**src/rtl/erase_pkg.sv**
```systemverilog
package erase_pkg;

  localparam int DATA_W = 8;

  localparam logic [DATA_W-1:0] OP_ERASE     = 8'h20;
  localparam logic [DATA_W-1:0] OP_VERIFY    = 8'hA0;
  localparam logic [DATA_W-1:0] OP_READ_MODE = 8'hFF;
  localparam logic [DATA_W-1:0] BYTE_ERASED  = 8'hFF;

  typedef enum logic [3:0] {
    ST_IDLE,
    ST_HV_UP,
    ST_PREPROG,
    ST_SETUP,
    ST_ERASE,
    ST_PULSE,
    ST_VCMD,
    ST_RECOV,
    ST_READ,
    ST_RESET,
    ST_HV_DOWN
  } seq_state_e;

  typedef enum logic [1:0] {
    BP_IDLE,
    BP_REQ,
    BP_WAIT
  } bus_phase_e;

endpackage

```
**src/rtl/erase_timer.sv**
```systemverilog
module erase_timer #(
  parameter int W = 8
) (
  input  logic         clk,
  input  logic         rst_n,
  input  logic         load,
  input  logic [W-1:0] value,
  output logic         expire
);

  logic [W-1:0] cnt_q;
  logic         run_q;

  always_ff @(posedge clk) begin
    if (!rst_n) begin
      cnt_q  <= '0;
      run_q  <= 1'b0;
      expire <= 1'b0;
    end else begin
      expire <= 1'b0;
      if (load) begin
        cnt_q <= value;
        run_q <= 1'b1;
      end else if (run_q) begin
        if (cnt_q <= W'(1)) begin
          run_q  <= 1'b0;
          expire <= 1'b1;
        end else begin
          cnt_q <= cnt_q - W'(1);
        end
      end
    end
  end

endmodule

```
**src/rtl/erase_bus_port.sv**
```systemverilog
module erase_bus_port
  import erase_pkg::*;
#(
  parameter int AW = 17
) (
  input  logic              clk,
  input  logic              rst_n,
  input  logic              go,
  input  logic              go_write,
  input  logic [AW-1:0]     go_addr,
  input  logic [DATA_W-1:0] go_data,
  output logic              fin,
  output logic [DATA_W-1:0] rd_data,
  output logic              cmd_valid,
  input  logic              cmd_ready,
  output logic              cmd_write,
  output logic [AW-1:0]     cmd_addr,
  output logic [DATA_W-1:0] cmd_data,
  input  logic              rsp_valid,
  output logic              rsp_ready,
  input  logic [DATA_W-1:0] rsp_data
);

  bus_phase_e ph_q;

  assign cmd_valid = (ph_q == BP_REQ);
  assign rsp_ready = (ph_q == BP_WAIT);

  always_ff @(posedge clk) begin
    if (!rst_n) begin
      ph_q      <= BP_IDLE;
      fin       <= 1'b0;
      rd_data   <= '0;
      cmd_write <= 1'b0;
      cmd_addr  <= '0;
      cmd_data  <= '0;
    end else begin
      fin <= 1'b0;
      unique case (ph_q)
        BP_IDLE: begin
          if (go) begin
            cmd_write <= go_write;
            cmd_addr  <= go_addr;
            cmd_data  <= go_data;
            ph_q      <= BP_REQ;
          end
        end
        BP_REQ: begin
          if (cmd_ready) begin
            if (cmd_write) begin
              fin  <= 1'b1;
              ph_q <= BP_IDLE;
            end else begin
              ph_q <= BP_WAIT;
            end
          end
        end
        BP_WAIT: begin
          if (rsp_valid) begin
            rd_data <= rsp_data;
            fin     <= 1'b1;
            ph_q    <= BP_IDLE;
          end
        end
        default: ph_q <= BP_IDLE;
      endcase
    end
  end

endmodule

```
**src/rtl/bulk_erase_seq.sv**
```systemverilog
module bulk_erase_seq
  import erase_pkg::*;
#(
  parameter int ADDR_W     = 17,
  parameter int PULSE_CYC  = 500000,
  parameter int RECOV_CYC  = 300,
  parameter int SETTLE_CYC = 100,
  parameter int MAX_PULSES = 1000,
  localparam int CNT_W     = $clog2(MAX_PULSES + 1)
) (
  input  logic              clk,
  input  logic              rst_n,
  input  logic              start,
  output logic              hv_en,
  output logic              prog_req,
  input  logic              prog_ack,
  output logic              cmd_valid,
  input  logic              cmd_ready,
  output logic              cmd_write,
  output logic [ADDR_W-1:0] cmd_addr,
  output logic [7:0]        cmd_data,
  input  logic              rsp_valid,
  output logic              rsp_ready,
  input  logic [7:0]        rsp_data,
  output logic              done,
  output logic              err,
  output logic [ADDR_W-1:0] fail_addr,
  output logic [CNT_W-1:0]  pulse_count
);

  localparam int T_MAX0 = (PULSE_CYC > RECOV_CYC) ? PULSE_CYC : RECOV_CYC;
  localparam int T_MAX  = (T_MAX0 > SETTLE_CYC) ? T_MAX0 : SETTLE_CYC;
  localparam int TMR_W  = $clog2(T_MAX + 1);

  localparam logic [TMR_W-1:0]  T_PULSE  = TMR_W'(PULSE_CYC);
  localparam logic [TMR_W-1:0]  T_RECOV  = TMR_W'(RECOV_CYC);
  localparam logic [TMR_W-1:0]  T_SETTLE = TMR_W'(SETTLE_CYC);
  localparam logic [CNT_W-1:0]  LIMIT    = CNT_W'(MAX_PULSES);
  localparam logic [ADDR_W-1:0] LAST     = {ADDR_W{1'b1}};

  seq_state_e         state_q;
  logic [ADDR_W-1:0]  addr_q;
  logic [CNT_W-1:0]   pcnt_q;
  logic               ok_q;

  logic               tmr_load;
  logic [TMR_W-1:0]   tmr_val;
  logic               tmr_exp;

  logic               bus_go;
  logic               bus_wr;
  logic [ADDR_W-1:0]  bus_addr;
  logic [DATA_W-1:0]  bus_data;
  logic               bus_fin;
  logic [DATA_W-1:0]  bus_rd;

  assign pulse_count = pcnt_q;

  erase_timer #(.W(TMR_W)) u_timer (
    .clk    (clk),
    .rst_n  (rst_n),
    .load   (tmr_load),
    .value  (tmr_val),
    .expire (tmr_exp)
  );

  erase_bus_port #(.AW(ADDR_W)) u_bus (
    .clk       (clk),
    .rst_n     (rst_n),
    .go        (bus_go),
    .go_write  (bus_wr),
    .go_addr   (bus_addr),
    .go_data   (bus_data),
    .fin       (bus_fin),
    .rd_data   (bus_rd),
    .cmd_valid (cmd_valid),
    .cmd_ready (cmd_ready),
    .cmd_write (cmd_write),
    .cmd_addr  (cmd_addr),
    .cmd_data  (cmd_data),
    .rsp_valid (rsp_valid),
    .rsp_ready (rsp_ready),
    .rsp_data  (rsp_data)
  );

  always_ff @(posedge clk) begin
    if (!rst_n) begin
      state_q   <= ST_IDLE;
      addr_q    <= '0;
      pcnt_q    <= '0;
      ok_q      <= 1'b0;
      hv_en     <= 1'b0;
      prog_req  <= 1'b0;
      done      <= 1'b0;
      err       <= 1'b0;
      fail_addr <= '0;
      tmr_load  <= 1'b0;
      tmr_val   <= '0;
      bus_go    <= 1'b0;
      bus_wr    <= 1'b0;
      bus_addr  <= '0;
      bus_data  <= '0;
    end else begin
      bus_go   <= 1'b0;
      tmr_load <= 1'b0;
      done     <= 1'b0;
      err      <= 1'b0;
      unique case (state_q)
        ST_IDLE: begin
          if (start) begin
            hv_en     <= 1'b1;
            fail_addr <= '0;
            tmr_val   <= T_SETTLE;
            tmr_load  <= 1'b1;
            state_q   <= ST_HV_UP;
          end
        end
        ST_HV_UP: begin
          if (tmr_exp) begin
            prog_req <= 1'b1;
            state_q  <= ST_PREPROG;
          end
        end
        ST_PREPROG: begin
          if (prog_ack) begin
            prog_req <= 1'b0;
            pcnt_q   <= '0;
            addr_q   <= '0;
            bus_go   <= 1'b1;
            bus_wr   <= 1'b1;
            bus_addr <= '0;
            bus_data <= OP_ERASE;
            state_q  <= ST_SETUP;
          end
        end
        ST_SETUP: begin
          if (bus_fin) begin
            bus_go   <= 1'b1;
            bus_wr   <= 1'b1;
            bus_addr <= '0;
            bus_data <= OP_ERASE;
            pcnt_q   <= pcnt_q + CNT_W'(1);
            state_q  <= ST_ERASE;
          end
        end
        ST_ERASE: begin
          if (bus_fin) begin
            tmr_val  <= T_PULSE;
            tmr_load <= 1'b1;
            state_q  <= ST_PULSE;
          end
        end
        ST_PULSE: begin
          if (tmr_exp) begin
            bus_go   <= 1'b1;
            bus_wr   <= 1'b1;
            bus_addr <= addr_q;
            bus_data <= OP_VERIFY;
            state_q  <= ST_VCMD;
          end
        end
        ST_VCMD: begin
          if (bus_fin) begin
            tmr_val  <= T_RECOV;
            tmr_load <= 1'b1;
            state_q  <= ST_RECOV;
          end
        end
        ST_RECOV: begin
          if (tmr_exp) begin
            bus_go   <= 1'b1;
            bus_wr   <= 1'b0;
            bus_addr <= addr_q;
            bus_data <= '0;
            state_q  <= ST_READ;
          end
        end
        ST_READ: begin
          if (bus_fin) begin
            if (bus_rd == BYTE_ERASED) begin
              if (addr_q == LAST) begin
                bus_go   <= 1'b1;
                bus_wr   <= 1'b1;
                bus_addr <= '0;
                bus_data <= OP_READ_MODE;
                state_q  <= ST_RESET;
              end else begin
                addr_q   <= addr_q + ADDR_W'(1);
                bus_go   <= 1'b1;
                bus_wr   <= 1'b1;
                bus_addr <= addr_q + ADDR_W'(1);
                bus_data <= OP_VERIFY;
                state_q  <= ST_VCMD;
              end
            end else if (pcnt_q == LIMIT) begin
              fail_addr <= addr_q;
              ok_q      <= 1'b0;
              hv_en     <= 1'b0;
              tmr_val   <= T_SETTLE;
              tmr_load  <= 1'b1;
              state_q   <= ST_HV_DOWN;
            end else begin
              bus_go   <= 1'b1;
              bus_wr   <= 1'b1;
              bus_addr <= '0;
              bus_data <= OP_ERASE;
              state_q  <= ST_SETUP;
            end
          end
        end
        ST_RESET: begin
          if (bus_fin) begin
            ok_q     <= 1'b1;
            hv_en    <= 1'b0;
            tmr_val  <= T_SETTLE;
            tmr_load <= 1'b1;
            state_q  <= ST_HV_DOWN;
          end
        end
        ST_HV_DOWN: begin
          if (tmr_exp) begin
            done    <= ok_q;
            err     <= !ok_q;
            state_q <= ST_IDLE;
          end
        end
        default: state_q <= ST_IDLE;
      endcase
    end
  end

endmodule

```
**config.mk**
```make
export PLATFORM = sky130hd
export DESIGN_NAME = bulk_erase_seq
export DESIGN_NICKNAME = d
export VERILOG_FILES = /design/src/rtl/erase_pkg.sv /design/src/rtl/erase_timer.sv /design/src/rtl/erase_bus_port.sv /design/src/rtl/bulk_erase_seq.sv
export SDC_FILE = /design/constraint.sdc
export NUM_CORES = 1
export LEC_CHECK = 0
export ABC_AREA = 1
export BUFFER_PORTS_ARGS = -buffer_cell sky130_fd_sc_hd__buf_2
export CAP_MARGIN = 20
export CORE_UTILIZATION = 55
export CTS_CLUSTER_SIZE = 24
export DETAILED_ROUTE_END_ITERATION = 6
export GPL_ROUTABILITY_DRIVEN = 0
export HOLD_SLACK_MARGIN = 0.02
export PLACE_DENSITY = 0.84
export SYNTH_ARGS = -nofsm -noshare
export SYNTH_HDL_FRONTEND = slang
export SYNTH_SLANG_ARGS = --single-unit
```
**constraint.sdc**
```tcl
create_clock -name clk -period 3.92 [get_ports clk]
set_input_delay 0.588 -clock clk [delete_from_list [all_inputs] [get_ports clk]]
set_output_delay 0.588 -clock clk [all_outputs]
set_load 0.1 [all_outputs]
```
Word-level counts from Yosys, hierarchy flattened
Cells that the tools add are included.
{"block": "totals", "reg_bits": 158, "word_cells": 194, "input_bits": 14, "out_inout_bits": 59}
{"block": "op_classes", "addsub": 3, "n_eq_ne": 36, "bitwise_logic": 2, "n_mux": 97, "magnitude_cmp": 1, "reduce_logical": 31}
{"op": "$mux W17", "count": 14}
{"op": "$mux W19", "count": 10}
{"op": "$pmux W19 S5", "count": 1}
{"op": "$pmux W17 S2", "count": 2}
{"op": "$pmux W17 S4", "count": 1}
{"op": "$mux W4", "count": 14}
{"op": "$mux W8", "count": 7}
{"op": "$pmux W4 S11", "count": 1}
{"op": "$pmux W8 S5", "count": 1}
{"op": "$mux W1", "count": 30}
{"op": "$ne A2 B1 Y1 const B", "count": 11}
{"op": "$mux W10", "count": 2}
{"op": "$pmux W10 S2", "count": 1}
{"op": "$le A19 B1 Y1 const B", "count": 1}
{"op": "$sub A19 B1 Y19 const B", "count": 1}
{"op": "$ne A2 B2 Y1 const B", "count": 9}
{"op": "$add A17 B1 Y17 const B", "count": 1}
{"op": "$eq A17 B17 Y1 const B", "count": 1}
{"op": "$eq A4 B3 Y1 const B", "count": 4}
{"op": "$reduce_and A5 Y1", "count": 3}
{"op": "$eq A4 B4 Y1 const B", "count": 3}
{"op": "$reduce_and A3 Y1", "count": 4}
{"op": "$reduce_and A6 Y1", "count": 2}
{"op": "$reduce_bool A2 Y1", "count": 6}
{"op": "28 further kinds", "count": 40}

Depth between registers and ports, before layout
{"block": "logic_depth", "word_depth": 5, "ltp_mapped": 14, "depth_no_buf": 14}

Hierarchy
From an unflattened synthesis, not the netlist that was laid out.
{"block": "unflattened", "cells_unflattened": 1069, "area_unflattened_um2": 7038.0}
{"mod": "bulk_erase_seq", "instances": 1, "cells_each": 659, "seq_area_each_um2": 1641.6, "area_per_inst_um2": 4166.5}
{"mod": "erase_timer", "instances": 1, "cells_each": 233, "seq_area_each_um2": 420.4, "area_per_inst_um2": 1481.4}
{"mod": "erase_bus_port", "instances": 1, "cells_each": 177, "seq_area_each_um2": 740.7, "area_per_inst_um2": 1390.1}

Least setup slack after synthesis
OpenSTA, ideal clock, no wires.
{"block": "synth_path", "kind": "register to register", "from": "register pcnt_q[0], in the netlist pulse_count[0]", "to": "register bus_addr[1]", "setup_ns": 0.116, "period_less_slack_ns": 2.352, "path_stages_with_launch": 14, "slack_ns": 1.568, "t_required_ns": 3.804, "t_arrival_ns": 2.236, "n_path_buf": 1, "cell_sequence": "dfxtp_1 inv_1 ha_1 nand2_1 nor2_1 nand2_1 nor2_1 nand2_1 nand2_1 nand2_4 inv_2 buf_6 nor2_1 nor2_1"}
{"block": "synth_via", "elab_chain_len": 3}
{"item": "from (decl)", "line_no": "bulk_erase_seq.sv:43", "rtl": "logic [CNT_W-1:0] pcnt_q;"}
{"item": "from (signal assigned)", "line_no": "bulk_erase_seq.sv:142", "rtl": "pcnt_q <= pcnt_q + CNT_W'(1);"}
{"item": "$eq A10 B10 Y1", "line_no": "bulk_erase_seq.sv:195", "rtl": "end else if (pcnt_q == LIMIT) begin"}
{"item": "$ne A3 B3 Y1 (no line)"}
{"item": "$reduce_and A6 Y1 (no line)"}
{"item": "to (signal assigned)", "line_no": "bulk_erase_seq.sv:157", "rtl": "bus_addr <= addr_q;"}
{"item": "to (signal assigned)", "line_no": "bulk_erase_seq.sv:173", "rtl": "bus_addr <= addr_q;"}
{"item": "to (signal assigned)", "line_no": "bulk_erase_seq.sv:191", "rtl": "bus_addr <= addr_q + ADDR_W'(1);"}
{"item": "to (decl)", "line_no": "bulk_erase_seq.sv:52", "rtl": "logic [ADDR_W-1:0] bus_addr;"}
Every way passes these cells.
A chain may end at the register's enable or synchronous reset.

Worst setup path in the final report
{"block": "layout_path", "from": "register addr_q[8]", "to": "register addr_q[14]"}
{"block": "layout_via", "elab_chain_len": 5, "elab_cells_between_ends": 8, "cone_classes": "1 x add/sub; 2 x eq/ne; 4 x mux; 1 x reduce/logical"}
{"item": "from (decl)", "line_no": "bulk_erase_seq.sv:42", "rtl": "logic [ADDR_W-1:0] addr_q;"}
{"item": "from (signal assigned)", "line_no": "bulk_erase_seq.sv:188", "rtl": "addr_q <= addr_q + ADDR_W'(1);"}
{"item": "$add A17 B1 Y17", "line_no": "bulk_erase_seq.sv:188"}
{"item": "$mux W17", "line_no": "bulk_erase_seq.sv:181", "rtl": "if (addr_q == LAST) begin"}
{"item": "$mux W17", "line_no": "bulk_erase_seq.sv:180", "rtl": "if (bus_rd == BYTE_ERASED) begin"}
{"item": "$mux W17", "line_no": "bulk_erase_seq.sv:179", "rtl": "if (bus_fin) begin"}
{"item": "$pmux W17 S2", "line_no": "bulk_erase_seq.sv:108", "rtl": "unique case (state_q)"}
Parallel ways exist; a longest one is shown, timed or not. The select of a mux whose other input is x is not followed.

==> flow_summary.json <==
{
  "mostFrequentLayoutCells": "241 x nor2_1, 236 x nand2_1, 135 x dfxtp_1",
  "grt_usage": 0.2838,
  "post-dp-hpwl_mm": 11.59,
  "yosys-top-cells-area": "dfxtp_1 40%, nor2_1 13%, nand2_1 13%, o21ai_0 5.9%, a21oi_1 5.5%",
  "antenna_found_initial": 0,
  "nets": 1124,
  "antenna_cells": 0,
  "num_vias": 6817,
  "regArea_um2": 2703,
  "postSynthCellCount": 1049,
  "crit_type": "register to register",
  "crit_path_top_delay_cell": "dfxtp_1",
  "seq_area_frac_synth": 0.3955,
  "power.share.switching": 0.4708,
  "fin_crit_sh": 0.7058,
  "cp.required_ns": 4.28,
  "cp_common_cell": "nor2_1",
  "avgViaCountPerCell": 5.317,
  "status": "complete, no violations",
  "wire_per_inst_um": 13.15,
  "path_buf_inv": 2,
  "grt_max_degree": 53,
  "synth_area_leader_cell": "dfxtp_1",
  "rows": 40,
  "ys_types": 41,
  "die_w_um": 113.5,
  "syn_area_um2": 6834,
  "layout_setup_ws_ns": 1.153,
  "path_cells": "nand2_1, nor2_1, nand4_1, nor4_1, ha_1, inv_1, nand2_4, nand2_4, nand2_4, clkinv_2, nor2_1, nor2_1, nor2_1",
  "grt_overflow": 0,
  "final_cells": 1282,
  "worst_pin_slew_ns": 0.7316,
  "setup_viol": 0,
  "io_buffers": 72,
  "post-route-min-period_ns": 2.767,
  "dr.first_iter.drc_count": 540,
  "multiInputGateArea_um2": 3547,
  "path_delay_family": "simple AND/OR/NAND/NOR gates",
  "path_clk_slew_ns": 0.06,
  "max-slew-margin-rel": 0.5118,
  "placed_cells": 1250,
  "fillCellCount": 1090,
  "clockPowerShare": 0.270,
  "critPathMaxStageDelay_ns": 0.44,
  "crit_arrival_ns": 3.13,
  "cts_max_level": 4,
  "critPathLaunchType": "register",
  "cts_setup_buffers": 0,
  "p_comb_frac": 0.439,
  "peakVddDrop_mv": 0.5323,
  "drc": 0,
  "cp_max_fo": 19,
  "dr.pass1.iters": 5,
  "power_density_nw_per_um2": 818.6,
  "ys_ff_latch": 135,
  "power_frac_seq": 0.291,
  "intPower_w": 0.003395,
  "cts_inserted_buffers": 17,
  "netlist.area_leader.share": 0.3955,
  "tns_ns": 0,
  "area_growth_pct": 14.67,
  "dp_slack_ns": 1.265,
  "p_switching_w": 0.003020,
  "cts_resized": 0,
  "final_area_um2": 7836,
  "end_kind": "register",
  "hold_buffers": 0,
  "detail-route-antenna-nets": 0,
  "ys_warn_count": 0,
  "dieArea_um2": 12880,
  "hp-class": "input pin to register",
  "grt_pass1_wl_mm": 29.22,
  "maxCapViolCount": 0,
  "syn_nets": 1072,
  "finClkSkew_ns": 0.006906,
  "clock.fmax_ghz": 0.3614,
  "worstSkewPairLatency_ns": 0.43,
  "root_buffer": "clkbuf_16",
  "p_leak_nw": 3.336,
  "clk_path_buf_depth": 2,
  "grt_setup_unrepaired": "no",
  "slew_viol_final": 0,
  "hold_viol_final": 0,
  "placed_area_um2": 7199,
  "cts_tree": "done",
  "start_util": 0.5666,
  "top_level_ports": 73,
  "grt_pass1_vias": 6381,
  "clock_sinks": 135,
  "die_h_um": 113.5,
  "drive_gt1_frac": 0.1221,
  "postSynthAreaPerCell_um2": 6.515,
  "layout.cells.most_common": "nor2_1",
  "coreArea_um2": 12060,
  "finalWirelength_mm": 16.86
}
[power by group through the flow]
stage | logic, W | clock network (W) | registers [W]
final | 0.00282 | 0.00173 | 0.00187
after global placement | 0.00274 | 0 | 0.00188
after detailed placement | 0.00278 | 0 | 0.00189
after floorplan | 0.00159 | 0 | 0.00265
after global routing | 0.00314 | 0.00181 | 0.00190
after CTS | 0.00281 | 0.00174 | 0.00186
[final timing paths]
path | from | end | slack (ns) | cells after the start
setup / recovery | addr_q[8]$_SDFFE_PN0P_ | addr_q[14]$_SDFFE_PN0P_ | 1.15 | 13
hold / removal | rsp_data[2] | u_bus.rd_data[2]$_SDFFE_PN0P_ | 0.41 | 3
setup reg to reg | addr_q[8]$_SDFFE_PN0P_ | addr_q[14]$_SDFFE_PN0P_ | 1.15 | 13
hold reg to reg | ok_q$_SDFFE_PN0P_ | err$_SDFF_PN0_ | 0.42 | 1
[synthesized netlist by cell type, drive strengths merged]
cell	instances
clkinv	3
ha	9
nor3	4
a21oi	77
nor3b	1
xnor2	2
clkbuf	21
dfxtp	135
o22ai	1
and3	1
nor4	1
and2	1
or2	3
o21ai	82
a211oi	4
o31ai	1
buf	20
nand4	16
inv	93
o211ai	2
nand2	244
nand3b	3
xor2	9
o21bai	4
nand3	61
o221ai	1
nor2	250
[metal layers]
metal,track usage,up-vias,routed length [um]
li1,-,3463,-
met1,0.3485,3091,7316
met2,0.4703,210,8024
met3,0.05845,53,972
met4,0.1482,0,546
met5,0,-,0
[layout make-up]
| class | count | area share |
|---|---|---|
| multi-input combinational | 777 | 0.4527 |
| sequential | 135 | 0.3449 |
| clock buffer | 19 | 0.05652 |
| timing repair buffer | 74 | 0.04790 |
| inverter | 96 | 0.04646 |
| tap | 168 | 0.02682 |
| clock inverter | 13 | 0.02475 |
[through the flow]
stage	hold WS (ns)	util	power, W
final	0.4102	0.6497	0.006415
after global routing	0.4297	0.6497	0.006857
after CTS	0.4038	0.6497	0.006419
after detailed placement	0.4100	0.5969	0.004665
after global placement	0.4040	0.5969	0.004619
after floorplan	0.3920	-	0.004243
[worst reg2reg max path, stage by stage (launching register included)]
cell,delay [ns]
dfxtp_1,0.44
nand2_1,0.12
nor2_1,0.30
nand4_1,0.17
nor4_1,0.28
ha_1,0.31
inv_1,0.13
nand2_4,0.15
nand2_4,0.08
nand2_4,0.20
clkinv_2,0.24
nor2_1,0.14
nor2_1,0.05
nor2_1,0.09
[state kept, by name (all words and copies together) (netlist names), 6 cells and up]
signal          count
pulse_count        10
u_bus.rd_data       8
addr_q             17
u_timer.cnt_q      19
bus_addr           17
u_bus.cmd_addr     17
fail_addr          17
tmr_val             6
[cells by family after synthesis]
family | synth area share
xor+xnor | 0.01410
simple gates | 0.3556
buf+inv | 0.08550
fa+ha+maj | 0.01648
compound gates | 0.1329
flops | 0.3955
Note: power is estimated with default switching activity, not from simulation.
